## src/rtl/acc_alu_pkg.sv

```systemverilog
package acc_alu_pkg;

   typedef enum logic [4:0] {
      OP_LDB = 5'd0,
      OP_LDW = 5'd1,
      OP_STB = 5'd2,
      OP_STW = 5'd3,
      OP_ADB = 5'd4,
      OP_ADW = 5'd5,
      OP_CPB = 5'd6,
      OP_CPW = 5'd7,
      OP_ANB = 5'd8,
      OP_ANW = 5'd9,
      OP_INC = 5'd10,
      OP_IAC = 5'd11,
      OP_CMA = 5'd12,
      OP_NEG = 5'd13,
      OP_CLA = 5'd14,
      OP_PAC = 5'd15,
      OP_MAC = 5'd16,
      OP_RAR = 5'd17,
      OP_RAL = 5'd18,
      OP_CML = 5'd19,
      OP_CCC = 5'd20
   } alu_op_e;

   typedef struct packed {
      logic f;
      logic z;
      logic n;
      logic l;
   } cc_t;

endpackage

```

## src/rtl/acc_alu_adder.sv

```systemverilog
module acc_alu_adder #(
   parameter int W = 16
) (
   input  logic [W-1:0] a_i,
   input  logic [W-1:0] b_i,
   input  logic         cin_i,
   output logic [W-1:0] sum_o,
   output logic         cout_o
);
   localparam int EXT_W = W + 1;

   logic [EXT_W-1:0] wide;

   always_comb begin
      wide   = {1'b0, a_i} + {1'b0, b_i} + {{(EXT_W-1){1'b0}}, cin_i};
      sum_o  = wide[W-1:0];
      cout_o = wide[W];
   end
endmodule

```

## src/rtl/acc_alu_rotate.sv

```systemverilog
module acc_alu_rotate #(
   parameter int W = 16
) (
   input  logic [W-1:0] acc_i,
   input  logic         link_i,
   input  logic         left_i,
   output logic [W-1:0] acc_o,
   output logic         link_o
);
   always_comb begin
      if (left_i) begin
         acc_o  = {acc_i[W-2:0], link_i};
         link_o = acc_i[W-1];
      end else begin
         acc_o  = {link_i, acc_i[W-1:1]};
         link_o = acc_i[0];
      end
   end
endmodule

```

## src/rtl/acc_alu_codes.sv

```systemverilog
module acc_alu_codes #(
   parameter int W      = 16,
   parameter int LANE_W = 8
) (
   input  logic [W-1:0] res_i,
   output logic         neg_o,
   output logic         zero_o
);
   localparam int LANES = W / LANE_W;

   logic [LANES-1:0] lane_nz;

   for (genvar g = 0; g < LANES; g++) begin : g_lane
      assign lane_nz[g] = |res_i[g*LANE_W +: LANE_W];
   end

   assign neg_o  = res_i[W-1];
   assign zero_o = ~|lane_nz;
endmodule

```

## src/rtl/acc_alu_core.sv

```systemverilog
module acc_alu_core
   import acc_alu_pkg::*;
#(
   parameter int DATA_W  = 16,
   parameter bit OUT_REG = 1'b1
) (
   input  logic              clk_i,
   input  logic              rst_ni,
   input  logic              in_valid_i,
   input  logic [4:0]        op_i,
   input  logic [DATA_W-1:0] acc_i,
   input  logic [DATA_W-1:0] opnd_i,
   input  logic [3:0]        flags_i,
   output logic              out_valid_o,
   output logic [DATA_W-1:0] acc_o,
   output logic [DATA_W-1:0] mem_o,
   output logic [3:0]        flags_o
);
   localparam int HALF_W = DATA_W / 2;

   if (DATA_W < 4 || (DATA_W % 2) != 0) begin : g_bad_width
      $error("acc_alu_core: DATA_W must be even and at least 4");
   end

   alu_op_e           op;
   cc_t               cc_in, base_cc, nxt_cc;
   logic [DATA_W-1:0] ext_byte;
   logic [DATA_W-1:0] add_a, add_b, add_sum;
   logic              add_cin, add_cout;
   logic [DATA_W-1:0] rot_acc;
   logic              rot_link;
   logic [DATA_W-1:0] nxt_acc, nxt_mem, code_src;
   logic              upd_nz, code_n, code_z;

   assign op       = alu_op_e'(op_i);
   assign cc_in    = cc_t'(flags_i);
   assign ext_byte = {{HALF_W{opnd_i[HALF_W-1]}}, opnd_i[HALF_W-1:0]};

   // adder operand steering
   always_comb begin
      add_a   = acc_i;
      add_b   = '0;
      add_cin = 1'b0;
      case (op)
         OP_ADB: add_b = ext_byte;
         OP_ADW: add_b = opnd_i;
         OP_CPB: begin add_a = ext_byte; add_b = ~acc_i; add_cin = 1'b1; end
         OP_CPW: begin add_a = opnd_i;   add_b = ~acc_i; add_cin = 1'b1; end
         OP_INC: begin add_a = opnd_i;   add_cin = 1'b1; end
         OP_IAC: add_cin = 1'b1;
         OP_NEG: begin add_a = ~acc_i;   add_cin = 1'b1; end
         default: ;
      endcase
   end

   acc_alu_adder #(.W(DATA_W)) i_adder (
      .a_i   (add_a),
      .b_i   (add_b),
      .cin_i (add_cin),
      .sum_o (add_sum),
      .cout_o(add_cout)
   );

   acc_alu_rotate #(.W(DATA_W)) i_rotate (
      .acc_i (acc_i),
      .link_i(cc_in.l),
      .left_i(op == OP_RAL),
      .acc_o (rot_acc),
      .link_o(rot_link)
   );

   // per-operation result and code rules
   always_comb begin
      nxt_acc  = acc_i;
      nxt_mem  = '0;
      base_cc  = cc_in;
      upd_nz   = 1'b0;
      code_src = acc_i;
      case (op)
         OP_LDB: begin nxt_acc = ext_byte; upd_nz = 1'b1; code_src = ext_byte; end
         OP_LDW: begin nxt_acc = opnd_i;   upd_nz = 1'b1; code_src = opnd_i;   end
         OP_STB: nxt_mem = {{HALF_W{1'b0}}, acc_i[HALF_W-1:0]};
         OP_STW: nxt_mem = acc_i;
         OP_ADB, OP_ADW, OP_IAC: begin
            nxt_acc   = add_sum;
            base_cc.l = cc_in.l ^ add_cout;
            upd_nz    = 1'b1;
            code_src  = add_sum;
         end
         OP_CPB, OP_CPW: begin
            base_cc.l = cc_in.l ^ add_cout;
            upd_nz    = 1'b1;
            code_src  = add_sum;
         end
         OP_ANB: begin nxt_acc = acc_i & ext_byte; upd_nz = 1'b1; code_src = acc_i & ext_byte; end
         OP_ANW: begin nxt_acc = acc_i & opnd_i;   upd_nz = 1'b1; code_src = acc_i & opnd_i;   end
         OP_INC: begin
            nxt_mem   = add_sum;
            base_cc.l = cc_in.l ^ add_cout;
            upd_nz    = 1'b1;
            code_src  = add_sum;
         end
         OP_CMA: begin
            nxt_acc   = ~acc_i;
            base_cc.l = ~cc_in.l;
            upd_nz    = 1'b1;
            code_src  = ~acc_i;
         end
         OP_NEG: begin
            nxt_acc   = add_sum;
            base_cc.l = cc_in.l ^ (|acc_i);
            upd_nz    = 1'b1;
            code_src  = add_sum;
         end
         OP_CLA: begin nxt_acc = '0; base_cc.n = 1'b0; base_cc.z = 1'b1; end
         OP_PAC: begin
            nxt_acc   = {{(DATA_W-1){1'b0}}, 1'b1};
            base_cc.n = 1'b0;
            base_cc.z = 1'b0;
         end
         OP_MAC: begin
            nxt_acc   = '1;
            base_cc.l = ~cc_in.l;
            base_cc.n = 1'b1;
            base_cc.z = 1'b0;
         end
         OP_RAR, OP_RAL: begin
            nxt_acc   = rot_acc;
            base_cc.l = rot_link;
            upd_nz    = 1'b1;
            code_src  = rot_acc;
         end
         OP_CML: base_cc.l = ~cc_in.l;
         OP_CCC: base_cc = '0;
         default: ;
      endcase
   end

   acc_alu_codes #(.W(DATA_W), .LANE_W(HALF_W)) i_codes (
      .res_i (code_src),
      .neg_o (code_n),
      .zero_o(code_z)
   );

   always_comb begin
      nxt_cc = base_cc;
      if (upd_nz) begin
         nxt_cc.n = code_n;
         nxt_cc.z = code_z;
      end
   end

   if (OUT_REG) begin : g_reg
      always_ff @(posedge clk_i or negedge rst_ni) begin
         if (!rst_ni) begin
            out_valid_o <= 1'b0;
            acc_o       <= '0;
            mem_o       <= '0;
            flags_o     <= '0;
         end else begin
            out_valid_o <= in_valid_i;
            if (in_valid_i) begin
               acc_o   <= nxt_acc;
               mem_o   <= nxt_mem;
               flags_o <= nxt_cc;
            end
         end
      end

      AST_CLEAR_RESULT: assert property (@(posedge clk_i) disable iff (!rst_ni)
         $past(in_valid_i && op_i == OP_CLA) |->
            (acc_o == '0 && flags_o[2] && !flags_o[1] && flags_o[0] == $past(flags_i[0])))
         else $error("clear result wrong");

      AST_MINUS_ONE: assert property (@(posedge clk_i) disable iff (!rst_ni)
         $past(in_valid_i && op_i == OP_MAC) |->
            (acc_o == '1 && flags_o[1] && !flags_o[2] && flags_o[0] != $past(flags_i[0])))
         else $error("minus-one result wrong");

      AST_CMP_NO_WRITE: assert property (@(posedge clk_i) disable iff (!rst_ni)
         $past(in_valid_i && (op_i == OP_CPB || op_i == OP_CPW)) |->
            acc_o == $past(acc_i))
         else $error("compare wrote accumulator");

      AST_STORE_KEEPS: assert property (@(posedge clk_i) disable iff (!rst_ni)
         $past(in_valid_i && (op_i == OP_STB || op_i == OP_STW)) |->
            (flags_o == $past(flags_i) && acc_o == $past(acc_i)))
         else $error("store changed state");

      AST_LINK_ONLY: assert property (@(posedge clk_i) disable iff (!rst_ni)
         $past(in_valid_i && op_i == OP_CML) |->
            (acc_o == $past(acc_i) && flags_o[3:1] == $past(flags_i[3:1])
             && flags_o[0] != $past(flags_i[0])))
         else $error("complement-link touched more than L");

      AST_F_KEPT: assert property (@(posedge clk_i) disable iff (!rst_ni)
         $past(in_valid_i && op_i != OP_CCC) |-> flags_o[3] == $past(flags_i[3]))
         else $error("F flag changed");

      AST_Z_MATCH: assert property (@(posedge clk_i) disable iff (!rst_ni)
         $past(in_valid_i && (op_i == OP_LDB || op_i == OP_LDW || op_i == OP_ANB ||
                              op_i == OP_ANW || op_i == OP_ADW || op_i == OP_RAL)) |->
            flags_o[2] == (acc_o == '0))
         else $error("Z disagrees with accumulator");
   end else begin : g_comb
      assign out_valid_o = in_valid_i;
      assign acc_o       = nxt_acc;
      assign mem_o       = nxt_mem;
      assign flags_o     = nxt_cc;
   end

endmodule

```

## config.mk

```make
export PLATFORM = sky130hd
export DESIGN_NAME = acc_alu_core
export DESIGN_NICKNAME = d
export VERILOG_FILES = /design/src/rtl/acc_alu_pkg.sv /design/src/rtl/acc_alu_adder.sv /design/src/rtl/acc_alu_rotate.sv /design/src/rtl/acc_alu_codes.sv /design/src/rtl/acc_alu_core.sv
export SDC_FILE = /design/constraint.sdc
export NUM_CORES = 1
export LEC_CHECK = 0
export ABC_AREA = 1
export BUFFER_PORTS_ARGS = -buffer_cell sky130_fd_sc_hd__buf_2
export CELL_PAD_IN_SITES_DETAIL_PLACEMENT = 0
export CELL_PAD_IN_SITES_GLOBAL_PLACEMENT = 1
export CORE_ASPECT_RATIO = 2
export CORE_UTILIZATION = 39
export CTS_CLUSTER_DIAMETER = 50
export DETAILED_ROUTE_END_ITERATION = 12
export HOLD_SLACK_MARGIN = 0.08
export PLACE_DENSITY = 0.81
export SLEW_MARGIN = 20
export SYNTH_ARGS = -nofsm -noshare
export SYNTH_HDL_FRONTEND = slang
export SYNTH_SLANG_ARGS = --single-unit
export TNS_END_PERCENT = 50
```

## constraint.sdc

```tcl
create_clock -name clk_i -period 1.05 [get_ports clk_i]
set_clock_uncertainty 0.2 [all_clocks]
set_input_delay 0.105 -clock clk_i [delete_from_list [all_inputs] [get_ports clk_i]]
set_output_delay 0.105 -clock clk_i [all_outputs]
set_load 0.02 [all_outputs]
```

==> results.json, run 1 <==
{
  "status": "finished, violations left",
  "violations": "negative setup slack",
  "clkTransAtPathRegs_ps": 60,
  "core-area_sq_um": 11770,
  "globalRouteOverflowTotal": 0,
  "fin_ws_ps": -2001,
  "dp_slack_ps": -2425,
  "r2r-end": "mem_o[10]$_DFFE_PN0P_",
  "crit_type": "in -> reg",
  "p_comb_share_pct": 57.2,
  "insertedDiodeCount": 0,
  "power_mw": 7.240,
  "crit_start": "op_i[2]",
  "internal_power_mw": 4.258,
  "ys.flop_type": "dfrtp_1",
  "arrival_ps": 3070,
  "tns_ps": -58280,
  "ys_ff_latch": 37,
  "p_leak_nw": 4.763,
  "r2r_slack_ps": 120,
  "drt.antenna.violating_nets": 0,
  "drc": 0,
  "cts_tree": "done",
  "fin_cells": 1340,
  "ios": 81,
  "end_kind": "register",
  "cts.sinks": 37,
  "cp_max_fo": 5,
  "num_vias": 7713,
  "track_usage_pct": 39.38,
  "timing.final.hold_violations": 0,
  "postSynth.asyncResetShare_pct": 100.0,
  "start_util_pct": 40.25,
  "startpoint_type": "primary input",
  "die_area_sq_um": 12620,
  "min_period_over_period_pct": 290.5,
  "gp_congestion": 1.039,
  "row_count": 56,
  "relSlewSlack_pct": 58.78,
  "endpoint": "flags_o[2]$_DFFE_PN0P_",
  "grt_max_degree": 38,
  "drt_first_iter_violations": 642,
  "synth_warnings": 0,
  "syn_inst": 840,
  "grt_pass1_wl_um": 37400,
  "hpwl_um": 19420,
  "power.net_switching_mw": 2.982,
  "post_route_cells_drive_above_1_share_pct": 50.79,
  "hp-class": "in -> reg",
  "finalMaxSlewViolations": 0,
  "drt-total-wl_um": 26410,
  "reg2reg_depth": 3,
  "portBuffers": 80,
  "fp.dieW_um": 79.94,
  "syn_area_sq_um": 4738,
  "dpl.cell_count": 1292,
  "required_ps": 1070,
  "wl_per_cell_um": 19.71,
  "rr_startpoint": "mem_o[10]$_DFFE_PN0P_",
  "synthDistinctLibCells": 39,
  "max_freq_ghz": 0.3278,
  "first_global_vias": 7459,
  "maxCapViolations": 0,
  "power_density_nw_per_um2": 802.3,
  "rsz0062_at_grt": "true",
  "syn_avg_cell_area_sq_um": 5.641,
  "fin_util_pct": 76.67,
  "area_delta_synth_final_pct": 90.47,
  "cts_buffers": 5,
  "ir_drop_v": 0.001292,
  "htreeDepth": 2,
  "worstSkewPairLatency_ps": 280,
  "clockBufferDepth": 2,
  "syn-num-nets": 901,
  "fp.dieH_um": 157.9,
  "ys_seq_area_share_pct": 19.54,
  "antenna_found_initial": 0,
  "p_sw_share_pct": 41.19,
  "clock_power_share_pct": 20.1,
  "drt-pass1-iter-count": 5,
  "p_seq_share_pct": 22.8,
  "fin_crit_ps": 3051,
  "setup_viol": 72,
  "synth_edf_count": 0,
  "cts-root-buf": "clkbuf_16",
  "nNetsFinal": 1255,
  "post_drt_via_cell_ratio": 5.756,
  "worst-slew-pin-transition_ps": 617.6
}
-- cell usage after synthesis (all sizes together), types with 3 or more instances --
library cell	count	area, sq um
buf	10	58.80
nor2	106	427.9
dfrtp	37	925.9
o22ai	19	118.9
nor3	9	50.05
nand2	282	1074
o2111ai	5	43.79
ha	15	187.7
nand3	62	325.3
a211oi	3	22.52
a22oi	6	45.04
a21oi	30	150.1
clkbuf	10	37.54
o211ai	12	90.09
nand3b	10	87.58
nor3b	4	30.03
inv	112	422.9
o221ai	8	70.07
nand4	16	100.1
o21ai	71	355.3
a31oi	3	18.77
-- cell families (layout without fill, tap and decap cells) --
logic type | count (synthesis) | in the layout | synth area share, %
AO/OA/AOI/OAI | 160 | 160 | 19.78
adder cells (fa/ha/maj) | 17 | 17 | 4.806
XOR/XNOR | 1 | 1 | 0.1849
AND/OR/NAND/NOR | 493 | 493 | 44.73
flip-flops | 37 | 37 | 19.54
buffers and inverters | 132 | 487 | 10.96
-- routing by layer --
layer | global-route usage [%] | share of wire (%) | vias up | wire length [um]
met1 | 38.47 | 34 | 3585 | 9078
met4 | 32.65 | 9.8 | 0 | 2592
li1 | - | - | 3495 | -
met3 | 3.689 | 5.0 | 175 | 1319
met5 | 0 | 0 | - | 0
met2 | 72.57 | 51 | 458 | 13420
-- sequential cells by signal, summed over array words and instances (netlist names) --
| name | flops |
|---|---|
| acc_o | 16 |
| flags_o | 4 |
| out_valid_o | 1 |
| mem_o | 16 |
-- how the worst min path moves through the flow --
stage / start / to / slack [ps] / cells past startpoint
CTS: in_valid_i / out_valid_o$_DFF_PN0_ / -20 / 2
floorplan: rst_ni / acc_o[0]$_DFFE_PN0P_ / -390 / 0
global route: acc_i[11] / acc_o[11]$_DFFE_PN0P_ / 70 / 4
global placement: rst_ni / mem_o[0]$_DFFE_PN0P_ / -130 / 2
detailed placement: rst_ni / mem_o[2]$_DFFE_PN0P_ / -120 / 2
finish: acc_i[5] / acc_o[5]$_DFFE_PN0P_ / 40 / 4
-- area by class of cell --
| class | count | area, sq um |
|---|---|---|
| Sequential cell | 37 | 925.9 |
| Inverter | 112 | 473.0 |
| Clock buffer | 6 | 128.9 |
| Timing Repair Buffer | 367 | 2864 |
| Fill cell | 880 | 2746 |
| Tap cell | 145 | 181.4 |
| Multi-Input combinational cell | 671 | 4442 |
| Clock inverter | 2 | 10.01 |
-- power groups by stage --
stage	Clock (mW)	Sequential [mW]	Combinational, mW
6_report	1.45	1.65	4.14
5_1_grt	1.53	1.66	4.36
4_1_cts	1.47	1.64	3.51
3_5_place_dp	0	1.66	2.98
3_3_place_gp	0	1.66	2.94
2_1_floorplan	0	1.84	1.25
-- cell usage in the layout, fill, tap and decap left out, drive strengths merged, types with 3 or more instances in the layout --
master       netlist  layout
o2111ai            5       5
o211ai            12      12
ha                15      15
o22ai             19      19
buf               10     363
o21ai             71      71
nand2            282     282
nor3               9       9
dlygate4sd3        0       4
nor3b              4       4
nor2             106     106
a21oi             30      30
nand3             62      62
nand4             16      16
a31oi              3       3
a211oi             3       3
inv              112     110
dfrtp             37      37
clkbuf            10       6
nand3b            10      10
a22oi              6       6
o221ai             8       8
-- worst max-delay path, cell delays in order --
cell,delay (ps)
buf_8,110
buf_4,140
nand3_4,90
inv_2,50
nand2_4,80
buf_6,150
nand2_8,80
inv_8,70
a21oi_4,50
fa_2,380
fa_2,400
inv_2,80
nand2_2,60
nand2_4,100
nand2_2,60
nand2_2,70
nand3b_1,110
nor2_1,170
nand3_2,130
o21ai_2,160
nand3_2,140
nor2_4,120
nor2_1,50
nor2_1,100
-- through the flow --
stage	hold slack (ps)	area, sq um
after floorplan	-390.6	4846
after global placement	-126.5	7232
after detailed placement	-121.2	7232
after CTS	-22.17	8272
after global routing	67.47	9025
final	43.31	9025
-- what timing repair did --
action	CTS	global route
hold buffers	3	1
setup buffers	23	20
pin swaps	74	117
hold endpoints to repair	50	2
gates resized for setup	195	157
setup endpoints to repair	73	73
gates cloned	0	0
Note: power is estimated with default switching activity, not from simulation.
==> run 2: changes to the inputs <==
- SETUP_SLACK_MARGIN: unset -> 0.4
==> results.json, run 2 (synthesis gave the netlist of run 1 again) <==
{
  "grt_max_degree": 38,
  "clockBufferDepth": 2,
  "post_drt_via_cell_ratio": 5.642,
  "power_mw": 7.080,
  "start_util_pct": 40.25,
  "antenna_found_initial": 0,
  "fin_crit_ps": 2981,
  "cp_max_fo": 5,
  "row_count": 56,
  "die_area_sq_um": 12620,
  "cts_tree": "done",
  "nNetsFinal": 1245,
  "maxCapViolations": 0,
  "worst-slew-pin-transition_ps": 510.5,
  "arrival_ps": 2990,
  "hp-class": "in -> async",
  "fin_ws_ps": -1931,
  "min_period_over_period_pct": 283.9,
  "fin_cells": 1329,
  "drt.antenna.violating_nets": 0,
  "ir_drop_v": 0.001025,
  "fp.dieH_um": 157.9,
  "use_met1_pct": 38.14,
  "drt-total-wl_um": 25530,
  "grt_util_met2_pct": 72.00,
  "cts.sinks": 37,
  "end_kind": "register",
  "timing.final.hold_violations": 39,
  "top_usage_layer": "met2",
  "drt-pass1-iter-count": 7,
  "globalRouteOverflowTotal": 0,
  "finalMaxSlewViolations": 0,
  "final_common_cell": "buf_4",
  "r2r_slack_ps": 150,
  "startpoint_type": "primary input",
  "portBuffers": 80,
  "ios": 81,
  "htreeDepth": 2,
  "setup_viol": 73,
  "grt.met3_usage_pct": 5.130,
  "grt_pass1_wl_um": 38090,
  "fp.dieW_um": 79.94,
  "dpl.cell_count": 1281,
  "rsz0062_at_grt": "true",
  "hold_slack_ps": -413.5,
  "worstSkewPairLatency_ps": 280,
  "wl_per_cell_um": 19.21,
  "cts-root-buf": "clkbuf_16",
  "violations": "negative hold slack, negative setup slack",
  "required_ps": 1060,
  "core-area_sq_um": 11770,
  "insertedDiodeCount": 0,
  "reg_top3": "acc_o: 16 flops, mem_o: 16 flops, flags_o: 4 flops",
  "area_delta_synth_final_pct": 82.15,
  "hpwl_um": 19910,
  "p_leak_nw": 4.631,
  "relSlewSlack_pct": 65.81,
  "track_usage_pct": 40.15,
  "num_vias": 7498,
  "status": "finished, violations left",
  "clkTransAtPathRegs_ps": 50,
  "gp_congestion": 1.032,
  "dp_slack_ps": -2457,
  "post_route_cells_drive_above_1_share_pct": 45.52,
  "crit_type": "in -> reg",
  "drt_first_iter_violations": 523,
  "first_global_vias": 7631,
  "max_freq_ghz": 0.3354,
  "drc": 0,
  "layout_common_cells": "232 x buf_4, 222 x nand2_1, 87 x inv_1, 83 x nor2_1, 61 x buf_2",
  "power_density_nw_per_um2": 820.3,
  "cts_buffers": 5
}
-- run 2: worst paths after layout --
check,startpoint,depth (start not counted),to
max,op_i[4],23,flags_o[2]$_DFFE_PN0P_
min,rst_ni,2,mem_o[3]$_DFFE_PN0P_
max reg2reg,flags_o[1]$_DFFE_PN0P_,2,flags_o[1]$_DFFE_PN0P_
min reg2reg,mem_o[3]$_DFFE_PN0P_,2,mem_o[3]$_DFFE_PN0P_
max in group asynchronous,rst_ni,2,acc_o[11]$_DFFE_PN0P_
min in group clk_i,flags_i[3],3,flags_o[3]$_DFFE_PN0P_
-- run 2: metrics by stage --
stage	utilization (%)	hold slack (ps)	setup TNS, ps	area (sq um)
2_1_floorplan	-	-390.6	-49730	4898
3_3_place_gp	61.27	-124.5	-65130	7212
3_5_place_dp	61.27	-116.3	-67650	7212
4_1_cts	70.23	-411.4	-53490	8267
5_1_grt	73.32	-401.8	-62890	8631
6_report	73.32	-413.5	-58160	8631
-- run 2: per-layer routing --
| metal | up-vias | wire [um] |
|---|---|---|
| met5 | - | 0 |
| met4 | 0 | 2612 |
| met3 | 184 | 1438 |
| met2 | 431 | 13010 |
| met1 | 3408 | 8469 |
| li1 | 3475 | - |
-- run 2: worst max-delay path: stages --
cell      delay, ps
buf_6           100
inv_6            70
nand3_2          90
inv_2            90
nand2_4          50
buf_6           140
o22ai_4         220
a21oi_4          60
fa_2            390
fa_2            410
inv_2            80
nand2_2          60
nand2_4          80
nand2_1          60
nand2_2          70
nand3b_1         80
nor2_1          130
nand3_1         170
o21ai_1         170
nand3_1         110
nor2_2          110
nor2_1           50
nor2_1          100
-- run 2: layout make-up --
| class | instances | area (sq um) |
|---|---|---|
| timing repair buffer | 357 | 2855 |
| inverter | 112 | 457.9 |
| multi-input combinational | 671 | 4068 |
| tap | 145 | 181.4 |
| fill | 947 | 3141 |
| sequential | 37 | 925.9 |
| clock buffer | 7 | 142.6 |
-- run 2: power breakdown --
part | switching [mW] | internal [mW] | total (mW)
Sequential | 0.0869 | 1.57 | 1.66
Combinational | 2.17 | 1.80 | 3.97
Clock | 0.524 | 0.930 | 1.45
Total | 2.78 | 4.30 | 7.08
-- run 2: timing repair --
item | 4_1_cts | 5_1_grt
gates cloned | 0 | 0
hold endpoints to repair | 50 | 44
buffers inserted | 32 | 9
pin swaps | 52 | 40
gates resized for setup | 181 | 81
endpoints found under the setup margin | 73 | 73
==> run 3: changes to the inputs <==
- CELL_PAD_IN_SITES_DETAIL_PLACEMENT: 0 -> unset
- CELL_PAD_IN_SITES_GLOBAL_PLACEMENT: 1 -> unset
- CORE_UTILIZATION: 39 -> 46
- GPL_TIMING_DRIVEN: unset -> 1
- PLACE_DENSITY: 0.81 -> 0.66
==> results.json, run 3 (synthesis gave the netlist of run 1 again) <==
{
  "timing.final.hold_violations": 39,
  "cp_max_fo": 5,
  "worstSkewPairLatency_ps": 280,
  "final_common_cell": "buf_4",
  "portBuffers": 80,
  "drc": 0,
  "arrival_ps": 3410,
  "track_usage_pct": 48.15,
  "clkTransAtPathRegs_ps": 60,
  "hpwl_um": 18790,
  "fin_cells": 1314,
  "ir_drop_v": 0.001265,
  "area_delta_synth_final_pct": 81.86,
  "fp.dieH_um": 145.5,
  "end_kind": "register",
  "post_drt_via_cell_ratio": 6.501,
  "maxCapViolations": 0,
  "fin_util_pct": 85.45,
  "drt-pass1-iter-count": 6,
  "dpl.cell_count": 1272,
  "die_area_sq_um": 10740,
  "gp_congestion": 1.062,
  "max_freq_ghz": 0.2953,
  "crit_type": "in -> reg",
  "p_leak_nw": 4.606,
  "min_period_over_period_pct": 322.5,
  "fp.dieW_um": 73.77,
  "power_density_nw_per_um2": 874.4,
  "relSlewSlack_pct": 56.87,
  "cts_buffers": 5,
  "status": "finished, violations left",
  "final_area_sq_um": 8617,
  "clockBufferDepth": 2,
  "setup_viol": 73,
  "core-area_sq_um": 10080,
  "wl_per_cell_um": 23.10,
  "rsz0062_at_grt": "true",
  "fin_ws_ps": -2337,
  "grt_pass1_wl_um": 39610,
  "drt_first_iter_violations": 1407,
  "insertedDiodeCount": 0,
  "post_route_cells_drive_above_1_share_pct": 46.56,
  "num_vias": 8542,
  "power_mw": 7.535,
  "nNetsFinal": 1239,
  "startpoint_type": "primary input",
  "dpl_cell_area_sq_um": 7169,
  "first_global_vias": 7952,
  "ff_latch_area_sq_um": 925.9,
  "grt_max_degree": 38,
  "tns_ps": -67680,
  "row_count": 52,
  "cts_tree": "done",
  "hp-class": "in -> async",
  "drt.antenna.violating_nets": 0,
  "fin_crit_ps": 3387,
  "violations": "negative hold slack, negative setup slack",
  "drt-total-wl_um": 30350,
  "start_util_pct": 46.99,
  "layout_common_cells": "239 x buf_4, 214 x nand2_1, 86 x nor2_1, 86 x inv_1, 62 x buf_2",
  "multi_input_area_sq_um": 4163,
  "antenna_found_initial": 0,
  "dp_slack_ps": -2277,
  "cts-root-buf": "clkbuf_16",
  "ios": 81,
  "hold_slack_ps": -427.2,
  "globalRouteOverflowTotal": 0,
  "num-fill-cells": 554,
  "finalMaxSlewViolations": 0,
  "required_ps": 1070,
  "cts.sinks": 37,
  "htreeDepth": 2,
  "worst-slew-pin-transition_ps": 646.2,
  "reg_top3": "acc_o: 16 flops, mem_o: 16 flops, flags_o: 4 flops"
}
[run 3: cell types whose count changed in the layout (fill, tap and decap cells not counted), moves of 3 or more]
cell,delta
nor2_1,+3
nand2_1,-8
buf_6,-12
nand2_4,+10
nor2_2,-5
o21ai_2,+4
buf_4,+7
o21ai_0,-5
[run 3: worst max-delay path: stages]
cell and delay [ps]:
buf_12 110, buf_4 130, nand3_2 90, inv_2 60
nand2_4 70, buf_6 130, buf_4 220, o22ai_1 130
a21oi_2 310, inv_1 100, ha_1 310, nand3_1 170
nand2_4 130, buf_4 160, nand2_1 90, nand3_1 150
nand2_1 160, nand2_1 70, nor2_1 150, nand3_1 110
nor2_1 110, nand3_1 70, nor2_1 120, nor2_1 50
nor2_1 90
[run 3: worst paths after layout]
| kind | from | endpoint | slack [ps] | cells past startpoint |
|---|---|---|---|---|
| worst min-delay path | rst_ni | acc_o[2]$_DFFE_PN0P_ | -430 | 2 |
| worst max register to register | flags_o[0]$_DFFE_PN0P_ | flags_o[0]$_DFFE_PN0P_ | 100 | 3 |
| worst min register to register | mem_o[14]$_DFFE_PN0P_ | mem_o[14]$_DFFE_PN0P_ | 270 | 2 |
| worst max-delay path | op_i[2] | flags_o[2]$_DFFE_PN0P_ | -2340 | 25 |
| max in group asynchronous | rst_ni | mem_o[8]$_DFFE_PN0P_ | 880 | 2 |
| min in group clk_i | flags_i[3] | flags_o[3]$_DFFE_PN0P_ | -130 | 3 |
[run 3: area by class of cell]
cell class | instances | area share, %
clock buffers | 6 | 1.496
repair buffers | 351 | 31.77
inverters | 112 | 5.271
flip-flops and latches | 37 | 10.74
well taps | 135 | 1.960
clock inverters | 2 | 0.4501
multi-input cells | 671 | 48.31
[run 3: report_power, final]
group          internal, mW  total (mW)  switching (mW)
Sequential             1.57        1.65          0.0860
Clock                  1.12        1.69           0.571
Combinational          1.77        4.18            2.42
Total                  4.46        7.53            3.08
[run 3: metal layers]
layer | up-vias | share of wire [%] | global-route usage [%]
met2 | 919 | 43 | 78.99
li1 | 3463 | - | -
met1 | 3742 | 30 | 48.50
met4 | 0 | 15 | 47.31
met3 | 418 | 12 | 8.241
met5 | - | 0 | 0
[run 3: timing repair]
item	CTS	global route
pin swaps	58	79
endpoints found under the hold margin	46	43
gates resized for setup	135	146
setup buffers	19	15
setup endpoints to repair	73	73
